`src/rtl/edge_irq_pkg.sv`:
```
package edge_irq_pkg;
  localparam int DEF_ADDR_W  = 16;
  localparam int DEF_DATA_W  = 8;
  localparam int DEF_LOW_MIN = 3;
  localparam int DEF_THRESH  = 240;
  localparam logic [15:0] DEF_LOAD_MASK  = 16'hF003;
  localparam logic [15:0] DEF_LOAD_MATCH = 16'hF000;

  function automatic int cnt_width(input int max_val);
    return $clog2(max_val + 1);
  endfunction
endpackage

```
`src/rtl/elq_low_filter.sv`:
```
module elq_low_filter #(
  parameter int LOW_MIN = 3
) (
  input  logic clk,
  input  logic rst_n,
  input  logic cpu_tick,
  input  logic line_i,
  output logic accept_o
);
  localparam int LW = edge_irq_pkg::cnt_width(LOW_MIN);
  localparam logic [LW-1:0] LOW_TOP = LW'(LOW_MIN);

  logic          prev_q;
  logic [LW-1:0] low_q;

  always_ff @(posedge clk or negedge rst_n) begin
    if (!rst_n) begin
      prev_q <= 1'b1;
      low_q  <= '0;
    end else begin
      prev_q <= line_i;
      if (line_i)
        low_q <= '0;
      else if (cpu_tick && (low_q < LOW_TOP))
        low_q <= low_q + 1'b1;
    end
  end

  assign accept_o = line_i && !prev_q && (low_q >= LOW_TOP);
endmodule

```
`src/rtl/elq_decode.sv`:
```
module elq_decode #(
  parameter int ADDR_W = 16,
  parameter logic [ADDR_W-1:0] MASK  = 16'hF003,
  parameter logic [ADDR_W-1:0] MATCH = 16'hF000
) (
  input  logic              wr_en,
  input  logic [ADDR_W-1:0] wr_addr,
  output logic              load_o
);
  assign load_o = wr_en && ((wr_addr & MASK) == MATCH);
endmodule

```
`src/rtl/elq_count_core.sv`:
```
module elq_count_core #(
  parameter int DATA_W = 8,
  parameter int THRESH = 240
) (
  input  logic              clk,
  input  logic              rst_n,
  input  logic              load_i,
  input  logic [DATA_W-1:0] load_val_i,
  input  logic              step_i,
  output logic [DATA_W-1:0] count_o,
  output logic              pend_o
);
  localparam int SW = DATA_W + 1;
  localparam logic [SW-1:0] LIMIT = SW'(THRESH);

  logic [DATA_W-1:0] cnt_q;
  logic              pend_q;
  logic [SW-1:0]     next_sum;

  assign next_sum = {1'b0, cnt_q} + SW'(1);

  always_ff @(posedge clk or negedge rst_n) begin
    if (!rst_n) begin
      cnt_q  <= '0;
      pend_q <= 1'b0;
    end else if (load_i) begin
      cnt_q  <= load_val_i;
      pend_q <= 1'b0;
    end else if (step_i && (cnt_q != '0)) begin
      if (next_sum >= LIMIT) begin
        cnt_q  <= '0;
        pend_q <= 1'b1;
      end else begin
        cnt_q <= next_sum[DATA_W-1:0];
      end
    end
  end

  assign count_o = cnt_q;
  assign pend_o  = pend_q;
endmodule

```
`src/rtl/edge_line_irq.sv`:
```
module edge_line_irq #(
  parameter int ADDR_W  = edge_irq_pkg::DEF_ADDR_W,
  parameter int DATA_W  = edge_irq_pkg::DEF_DATA_W,
  parameter int LOW_MIN = edge_irq_pkg::DEF_LOW_MIN,
  parameter int THRESH  = edge_irq_pkg::DEF_THRESH,
  parameter logic [ADDR_W-1:0] LOAD_MASK  = edge_irq_pkg::DEF_LOAD_MASK,
  parameter logic [ADDR_W-1:0] LOAD_MATCH = edge_irq_pkg::DEF_LOAD_MATCH
) (
  input  logic              clk,
  input  logic              rst_n,
  input  logic              cpu_tick,
  input  logic              wr_en,
  input  logic [ADDR_W-1:0] wr_addr,
  input  logic [DATA_W-1:0] wr_data,
  input  logic              vline,
  output logic              irq
);
  logic              load_hit;
  logic              accept_pulse;
  logic [DATA_W-1:0] count_q;

  elq_decode #(.ADDR_W(ADDR_W), .MASK(LOAD_MASK), .MATCH(LOAD_MATCH)) u_dec (
    .wr_en  (wr_en),
    .wr_addr(wr_addr),
    .load_o (load_hit)
  );

  elq_low_filter #(.LOW_MIN(LOW_MIN)) u_filt (
    .clk     (clk),
    .rst_n   (rst_n),
    .cpu_tick(cpu_tick),
    .line_i  (vline),
    .accept_o(accept_pulse)
  );

  elq_count_core #(.DATA_W(DATA_W), .THRESH(THRESH)) u_core (
    .clk       (clk),
    .rst_n     (rst_n),
    .load_i    (load_hit),
    .load_val_i(wr_data),
    .step_i    (accept_pulse),
    .count_o   (count_q),
    .pend_o    (irq)
  );
endmodule

```
`config.mk`:
```
export PLATFORM = sky130hd
export DESIGN_NAME = edge_line_irq
export DESIGN_NICKNAME = d
export VERILOG_FILES = /design/src/rtl/edge_irq_pkg.sv /design/src/rtl/elq_low_filter.sv /design/src/rtl/elq_decode.sv /design/src/rtl/elq_count_core.sv /design/src/rtl/edge_line_irq.sv
export SDC_FILE = /design/constraint.sdc
export NUM_CORES = 1
export LEC_CHECK = 0
export BUFFER_PORTS_ARGS = -buffer_cell sky130_fd_sc_hd__buf_2
export CAP_MARGIN = 0
export CORE_ASPECT_RATIO = 0.9
export CORE_MARGIN = 3
export CORE_UTILIZATION = 38
export CTS_CLUSTER_SIZE = 24
export DETAILED_ROUTE_END_ITERATION = 6
export GPL_TIMING_DRIVEN = 1
export PLACE_DENSITY = 0.64
export SETUP_SLACK_MARGIN = 0.5
export SLEW_MARGIN = 10
export SYNTH_ARGS = -nofsm -noshare
export SYNTH_HDL_FRONTEND = slang
export SYNTH_HIERARCHICAL = 1
export SYNTH_SLANG_ARGS = --single-unit
```
`constraint.sdc`:
```
create_clock -name clk -period 2.44 [get_ports clk]
set_clock_uncertainty 0.05 [all_clocks]
set_input_delay 0 -clock clk [delete_from_list [all_inputs] [get_ports clk]]
set_output_delay 0 -clock clk [all_outputs]
set_load 0.01 [all_outputs]
```
==> summary.txt, run 1 <==
Run status
  • Status: completed

Flow run
  • Max-Cap Viols: 0

Final layout
  • Share of layout cells above drive strength 1: 40.8%
  • Design area: 1200 um2
  • Most frequent cells in the layout: buf_2, dlygate4sd3_1, dfrtp_1, buf_4
  • Ant diodes: 0
  • Nets@finish: ~160
  • Final std cells w/o fill: 150
  • Commonest non-fill, non-tap cell in the layout: buf_2
  • Filler cells: 176
  • Synthesis-to-finish area growth: 39.8%

Detailed routing
  • Routed WL per cell: between 10 and 15 um
  • Drt drc: 0
  • Antenna-violating nets left: 0
  • Vias per inst: about 5.6
  • DR iter-0 viols: 11
  • Detailed Route WL: between 2 and 2.5 mm
  • Drt pass-1 iters: 4
  • Vias: 838

Timing
  • Fmax: 514 MHz
  • Setup tns final: 0 ns
  • Tightest Pin Transition: 0.366 ns
  • Max_slew headroom: 75.6%
  • Final Critical Period: 1.95 ns
  • # setup viols final: 0
  • Tcrit/Tclk final: between 70% and 80%
  • Hold Vio Cnt, Final: 0
  • Max-slew violation count: 0
  • Hold slack: 0.0742 ns
  • RSZ-0062 raised after global routing: yes

Power
  • Combinational share of power: 31.1%
  • Sequential Power Share: 43.2%
  • P_int: 0.000441 W
  • Psw: roughly 0.00021 W
  • Leakage power: 0.548 nW
  • Pwr/cell area: between 500 and 600 nW/um2
  • Clk network pwr share: approximately a quarter
  • Peak supply drop: 0.384 mV
  • Sw Share: 32.3%

Floorplanning
  • Ports: 30
  • Die height: between 50 and 60 um
  • Die ar.: between 2000 and 3000 um2
  • Rows: 15
  • Core area: 2030 um2
  • Initial Util: between 40% and 50%
  • Die X: 56.2 um

Worst setup path
  • Bufs and invs on worst path: 2
  • Worst path max stage delay: approximately 0.47 ns
  • Worst setup EP type: flip-flop
  • Critical Path Start Type: flip-flop
  • Worst R2R Path Depth: 7
  • Critical Path RT: 2.56 ns
  • Critical path class: reg2reg
  • Reg2reg end: u_core/pend_o$_DFFE_PN0P_
  • Worst r2r src: u_core/count_o[0]$_DFFE_PN0P_
  • Worst-path cell chain: inv_2 > ha_4 > or4b_4 > o41ai_4 > buf_4 > nor2_2 > a22o_1
  • Slowest CP cell: or4b_4
  • Critical path's top delay family: simple AND/OR/NAND/NOR gates
  • CP max FO: 6
  • Reg2Reg Setup Slack: 0.49 ns
  • Arrival time at the worst endpoint: 2.07 ns

Global route
  • First-pass GRT wire length: 3.64 mm
  • GRT Total Usage: 16.2%
  • Total gr overflow: 0
  • Antenna violations before repair: 0
  • Vias in the first global route: 828
  • Pin count of the biggest net entering global routing: 18

Clocking
  • CTS H-tree lvls: 1
  • Number of CTS-inserted buffers: 3
  • TritonCTS clock tree: done
  • Clk sinks: 12
  • Clock Tree Buf Depth: 2
  • Worst skew pair latency: about 0.28 ns
  • Root buf cell: clkbuf_4
  • Clock-pin slew on the worst setup and hold paths: around 0.09 ns

Worst hold path
  • Hold Path Class: in2async

Synth
  • Number of synthesized flops with an enable pin: 0
  • Cell area after synthesis: 862 um2
  • Synth warnings: 6
  • Post-synth top flop: dfrtp_1
  • Synth cell types: 37
  • Sequential-to-total area share from yosys stat: 35.0%
  • Post-synth net total: 119
  • Ys async rst share: 100%
  • Number of synthesized register bits: 12
  • Avg Cell Area, Syn: 9.91 um2
  • Syn Inst Count: 87

Placement
  • Cell Area, Placed: between 900 and 1000 um2
  • GPL Wtd Cong: 0.824
  • DP Cell Count: 128
  • Final HPWL DP: 1.38 mm
  • PortBufs: 19
[power by group through the flow]
| stage | logic (W) | registers, W | clock network (W) |
|---|---|---|---|
| after floorplan | 0.000127 | 0.000258 | 0 |
| after global placement | 0.000130 | 0.000286 | 0 |
| after detailed placement | 0.000136 | 0.000288 | 0 |
| after CTS | 0.000179 | 0.000280 | 0.000168 |
| after global routing | 0.000227 | 0.000287 | 0.000183 |
| final | 0.000203 | 0.000282 | 0.000167 |
[flip-flops by register name, indices dropped and copies added (netlist names)]
register        flops
u_core/pend_o       1
u_core/count_o      8
u_filt/low_q        2
u_filt/prev_q       1
[metrics by stage]
stage,worst slack (ns),utilization [%],total power (W)
global route,0.453,59.4,0.000696
global placement,0.373,48.1,0.000416
finish,0.494,59.4,0.000651
floorplan,0.573,-,0.000384
detailed placement,0.340,48.1,0.000424
CTS,0.443,57.5,0.000627
[metal layers]
layer / global-route usage [%] / wire length (um) / vias to the layer above
met5: 0 / 0 / -
met4: 4.35 / 14 / 0
met3: 3.79 / 116 / 2
met2: 26.1 / 1010 / 28
met1: 21.8 / 1020 / 403
li1: - / - / 405
[how the worst max path moves through the flow]
| stage | startpoint | endpoint | depth (start not counted) |
|---|---|---|---|
| finish | u_core/count_o[0]$_DFFE_PN0P_ | u_core/pend_o$_DFFE_PN0P_ | 7 |
| global route | u_core/count_o[0]$_DFFE_PN0P_ | u_core/pend_o$_DFFE_PN0P_ | 7 |
| detailed placement | u_core/count_o[0]$_DFFE_PN0P_ | u_core/count_o[1]$_DFFE_PN0P_ | 6 |
| floorplan | u_core/count_o[0]$_DFFE_PN0P_ | u_core/pend_o$_DFFE_PN0P_ | 6 |
| CTS | u_core/count_o[0]$_DFFE_PN0P_ | u_core/pend_o$_DFFE_PN0P_ | 7 |
| global placement | u_core/count_o[0]$_DFFE_PN0P_ | u_core/pend_o$_DFFE_PN0P_ | 6 |
[Yosys cell counts (all sizes together), types with 2 or more instances]
cell type	n	area, um2
inv	6	22.5
mux2	2	26.3
xnor2	3	26.3
ha	3	37.5
a31oi	2	12.5
clkbuf	3	11.3
nor2	2	10.0
dfrtp	11	275
nor2b	3	26.3
nand2	3	11.3
a21oi	7	35.0
xor2	2	17.5
nand3	3	15.0
and3	8	52.6
o21ai	3	15.0
and2	2	12.5
o41ai	8	88.8
buf	2	16.3
nand4	2	12.5
[timing repair]
| action | in CTS | in global routing |
|---|---|---|
| buffers inserted | 5 | 2 |
| gates resized for setup | 6 | 4 |
| hold buffers | 11 | 0 |
| endpoints found under the hold margin | 22 | 0 |
| setup endpoints to repair | 7 | 5 |
| pin swaps | 1 | 2 |
[logic make-up after synthesis]
group / Yosys count / share of synthesized area, %
compound gates: 24 / 21.6
xor+xnor: 5 / 5.08
fa+ha+maj: 3 / 4.35
buf+inv: 11 / 5.80
flops: 12 / 35.0
mux: 3 / 4.21
simple gates: 29 / 23.9
[layout make-up]
| cell class | instances | area (um2) | area share (%) |
|---|---|---|---|
| Sequential cell | 12 | 304 | 25.2 |
| Multi-Input combinational cell | 64 | 538 | 44.7 |
| Timing Repair Buffer | 39 | 273 | 22.6 |
| Clock buffer | 4 | 36.3 | 3.01 |
| Tap cell | 25 | 31.3 | 2.60 |
| Inverter | 6 | 22.5 | 1.87 |
[worst register-to-register path, stage by stage, from the launching register on]
cell and delay [ns]:
dfrtp_2 0.44, inv_2 0.08, ha_4 0.12, or4b_4 0.47, o41ai_4 0.24, buf_4 0.21
nor2_2 0.04, a22o_1 0.19
(Power assumes the default switching activity.)
==> run 2: changes to the inputs <==
Settings changed: ABC_AREA from default to 1, PLACE_DENSITY 0.64 to 0.65.
Clock period 2.44 ns to 1.9 ns, I/O delays scaled along.
==> summary.txt, run 2 <==
Final layout
  • Max reg flops: 8 (unchanged)
  • Nets@finish: 200 (+27%)
  • Ant diodes: 0 (unchanged)
  • Register area: 305 um2 (+0.41%)
  • Layout Utilization: 63.9% (+4.5 points)
  • Synthesis-to-finish area growth: 52.8%
  • Area of the multi-input gates: 520 um2 (-3.3%)
  • Most frequent cells in the layout: nand2_1, inv_1, buf_2
  • Filler cells: 186 (+5.7%)
  • Commonest non-fill, non-tap cell in the layout: nand2_1
  • Share of layout cells above drive strength 1: 34.7% (-6.1 points)
  • Design area: 1270 um2 (+5.5%)

Power
  • Pwr/cell area: 1180 nW/um2 (+120%)
  • Leakage power: 0.659 nW (+20%)
  • Peak supply drop: 0.609 mV (+59%)

Detailed routing
  • Routed WL per cell: 11.6 um (-20%)
  • Vias per inst: 4.82 (-14%)
  • Vias: 925 (+10%)
  • Drt pass-1 iters: 4 (unchanged)
  • Antenna-violating nets left: 0 (unchanged)
  • Drt drc: 0 (unchanged)
  • Detailed Route WL: 2.23 mm (+2.9%)
  • DR iter-0 viols: 15 (+4)

Worst setup path
  • Worst setup EP type: flip-flop
  • Critical Path Start Type: flip-flop
  • Critical path class: reg2reg
  • CP max FO: 7 (+1)
  • Critical Path RT: 2.03 ns (-0.53 ns)
  • Reg2Reg Setup Slack: 0.36 ns (-0.13 ns)
  • Arrival time at the worst endpoint: 1.66 ns (-0.41 ns)

Global route
  • Total gr overflow: 0 (unchanged)
  • Vias in the first global route: 826 (-0.24%)
  • GRT Total Usage: 16.5% (+0.33 points)
  • Antenna violations before repair: 0 (unchanged)
  • Pin count of the biggest net entering global routing: 13 (-5)
  • First-pass GRT wire length: 3.66 mm (+0.74%)

Clocking
  • Clk sinks: 12 (unchanged)
  • Number of CTS-inserted buffers: 3 (unchanged)
  • CTS H-tree lvls: 1 (unchanged)
  • Root buf cell: clkbuf_4
  • Worst skew pair latency: 0.28 ns (about the same)
  • TritonCTS clock tree: done
  • Clock-pin slew on the worst setup and hold paths: 0.08 ns (about the same)
  • Clock Tree Buf Depth: 2 (unchanged)

Timing
  • Final Critical Period: 1.54 ns (-0.409 ns)
  • # setup viols final: 0 (unchanged)
  • Hold Vio Cnt, Final: 0 (unchanged)
  • Max_slew headroom: 78.1% (+2.5 points)
  • RSZ-0062 raised after global routing: yes
  • Max-slew violation count: 0 (unchanged)
  • Tcrit/Tclk final: 80.9% (+1.1 points)
  • Fmax: 651 MHz (+27%)
  • Tightest Pin Transition: 0.328 ns (-0.0384 ns)
  • Setup tns final: 0 ns (unchanged)

Floorplanning
  • Initial Util: 41.8% (-0.71 points)
  • Rows: 15 (unchanged)
  • Ports: 30 (unchanged)
  • Die height: 50.4 um (-1.6%)
  • Die ar.: 2790 um2 (-3.1%)
  • Core area: 1990 um2 (-1.9%)
  • Die X: 55.3 um (-1.6%)

Synth
  • Synth warnings: 6 (unchanged)
  • Synth top cells by count: nand2_1, inv_1, dfrtp_1, nand4_1, o21ai_0
  • Syn Inst Count: 125 (+44%)
  • Most frequent cell after synthesis: nand2_1
  • Post-synth top flop: dfrtp_1
  • Number of synthesized register bits: 12 (unchanged)
  • Largest cells by area after synthesis: dfrtp_1, nand2_1, inv_1
  • Synth cell types: 19 (-49%)
  • Avg Cell Area, Syn: 6.66 um2 (-33%)
  • Sequential-to-total area share from yosys stat: 36.2% (+1.3 points)
  • Ys async rst share: 100% (unchanged)
  • Yosys top cell area share: 33.1% (+1.2 points)
  • Post-synth net total: 157 (+32%)
  • Cell area after synthesis: 832 um2 (-3.5%)
  • Synth area leader: dfrtp_1
  • Number of synthesized flops with an enable pin: 0 (unchanged)

Worst hold path
  • Hold Path Class: in2async

Placement
  • GPL Wtd Cong: 0.770 (-6.4%)
  • Cell Area, Placed: 993 um2 (+1.8%)
  • PortBufs: 19 (unchanged)
  • Final HPWL DP: 1.51 mm (+9.2%)

Run status
  • Status: completed

Flow run
  • Max-Cap Viols: 0 (unchanged)
==> run 2: changes by cell type after synthesis, moves of 3 or more <==
cell / previous run / this run
nor2_1: 1 / 6
o41ai_1: 7 / 0
o21ai_0: 3 / 9
nand4_1: 2 / 9
nand3_1: 3 / 8
nand2_1: 3 / 38
o21ai_1: 0 / 4
xnor2_1: 3 / 0
and3_1: 6 / 0
inv_1: 6 / 23
a21oi_1: 7 / 1
==> run 2: worst max-delay path, stage by stage, from the launching register on <==
cell and delay (ns):
dfrtp_2 0.45, ha_4 0.19, nand3_4 0.08, nor2_4 0.06, nand2_1 0.07, nand2_2 0.08
nor2_4 0.12, nand2_4 0.09, nand2_4 0.10, nand2_2 0.06, nand2_2 0.05, nand2_1 0.04
==> run 2: kinds of logic after synthesis <==
kind of cell | after synthesis | share of synthesized area [%]
AO/OA/AOI/OAI | 15 | 9.17
XOR/XNOR | 2 | 2.11
adder cells (fa/ha/maj) | 3 | 4.51
buffers and inverters | 26 | 12.2
flip-flops | 12 | 36.2
AND/OR/NAND/NOR | 67 | 35.8
==> run 2: layer usage <==
metal / vias up / wire length [um] / GRT usage, %
met5: - / 0 / 0
met4: 0 / 12 / 2.43
met3: 2 / 101 / 4.63
met2: 24 / 1110 / 28.3
met1: 414 / 1000 / 21.1
li1: 485 / - / -
==> run 2: through the flow <==
stage | total power (W) | hold WS [ns] | instances | setup slack, ns
after floorplan | 0.000870 | -0.346 | 125 | 0.471
after global placement | 0.00100 | -0.149 | 171 | 0.325
after detailed placement | 0.00102 | -0.148 | 171 | 0.306
after CTS | 0.00138 | 0.0862 | 189 | 0.356
after global routing | 0.00164 | 0.0946 | 192 | 0.262
final | 0.00150 | 0.0801 | 192 | 0.363
==> run 2: worst paths after layout <==
path | startpoint | end | depth (start not counted)
min reg2reg | u_core/pend_o$_DFFE_PN0P_ | u_core/pend_o$_DFFE_PN0P_ | 2
max | u_core/count_o[1]$_DFFE_PN0P_ | u_core/pend_o$_DFFE_PN0P_ | 11
min in group clk | wr_addr[0] | u_core/count_o[0]$_DFFE_PN0P_ | 8
max in group asynchronous | rst_n | u_filt/prev_q$_DFF_PN1_ | 2
min | rst_n | u_core/count_o[5]$_DFFE_PN0P_ | 2
max reg2reg | u_core/count_o[1]$_DFFE_PN0P_ | u_core/pend_o$_DFFE_PN0P_ | 11
==> run 2: power by group <==
| part | internal, W | total [W] | switching (W) | leakage [nW] |
|---|---|---|---|---|
| registers | 0.000353 | 0.000471 | 0.000118 | 0.137 |
| logic | 0.000350 | 0.000820 | 0.000470 | 0.501 |
| clock network | 0.000117 | 0.000209 | 0.0000925 | 0.0210 |
==> run 2: final cells by class <==
cell class	count	share of cell area [%]
sequential	12	24.0
multi-input combinational	87	40.9
tap	25	2.46
inverter	24	7.09
timing repair buffer	40	22.6
clock buffer	4	2.85
==> run 2: timing repair <==
action                                  in CTS  in global routing
setup buffers                                3                  3
pin swaps                                    4                  8
endpoints found under the setup margin       9                  9
endpoints found under the hold margin       23                  0
hold buffers                                11                  0
resized for setup                           20                 12
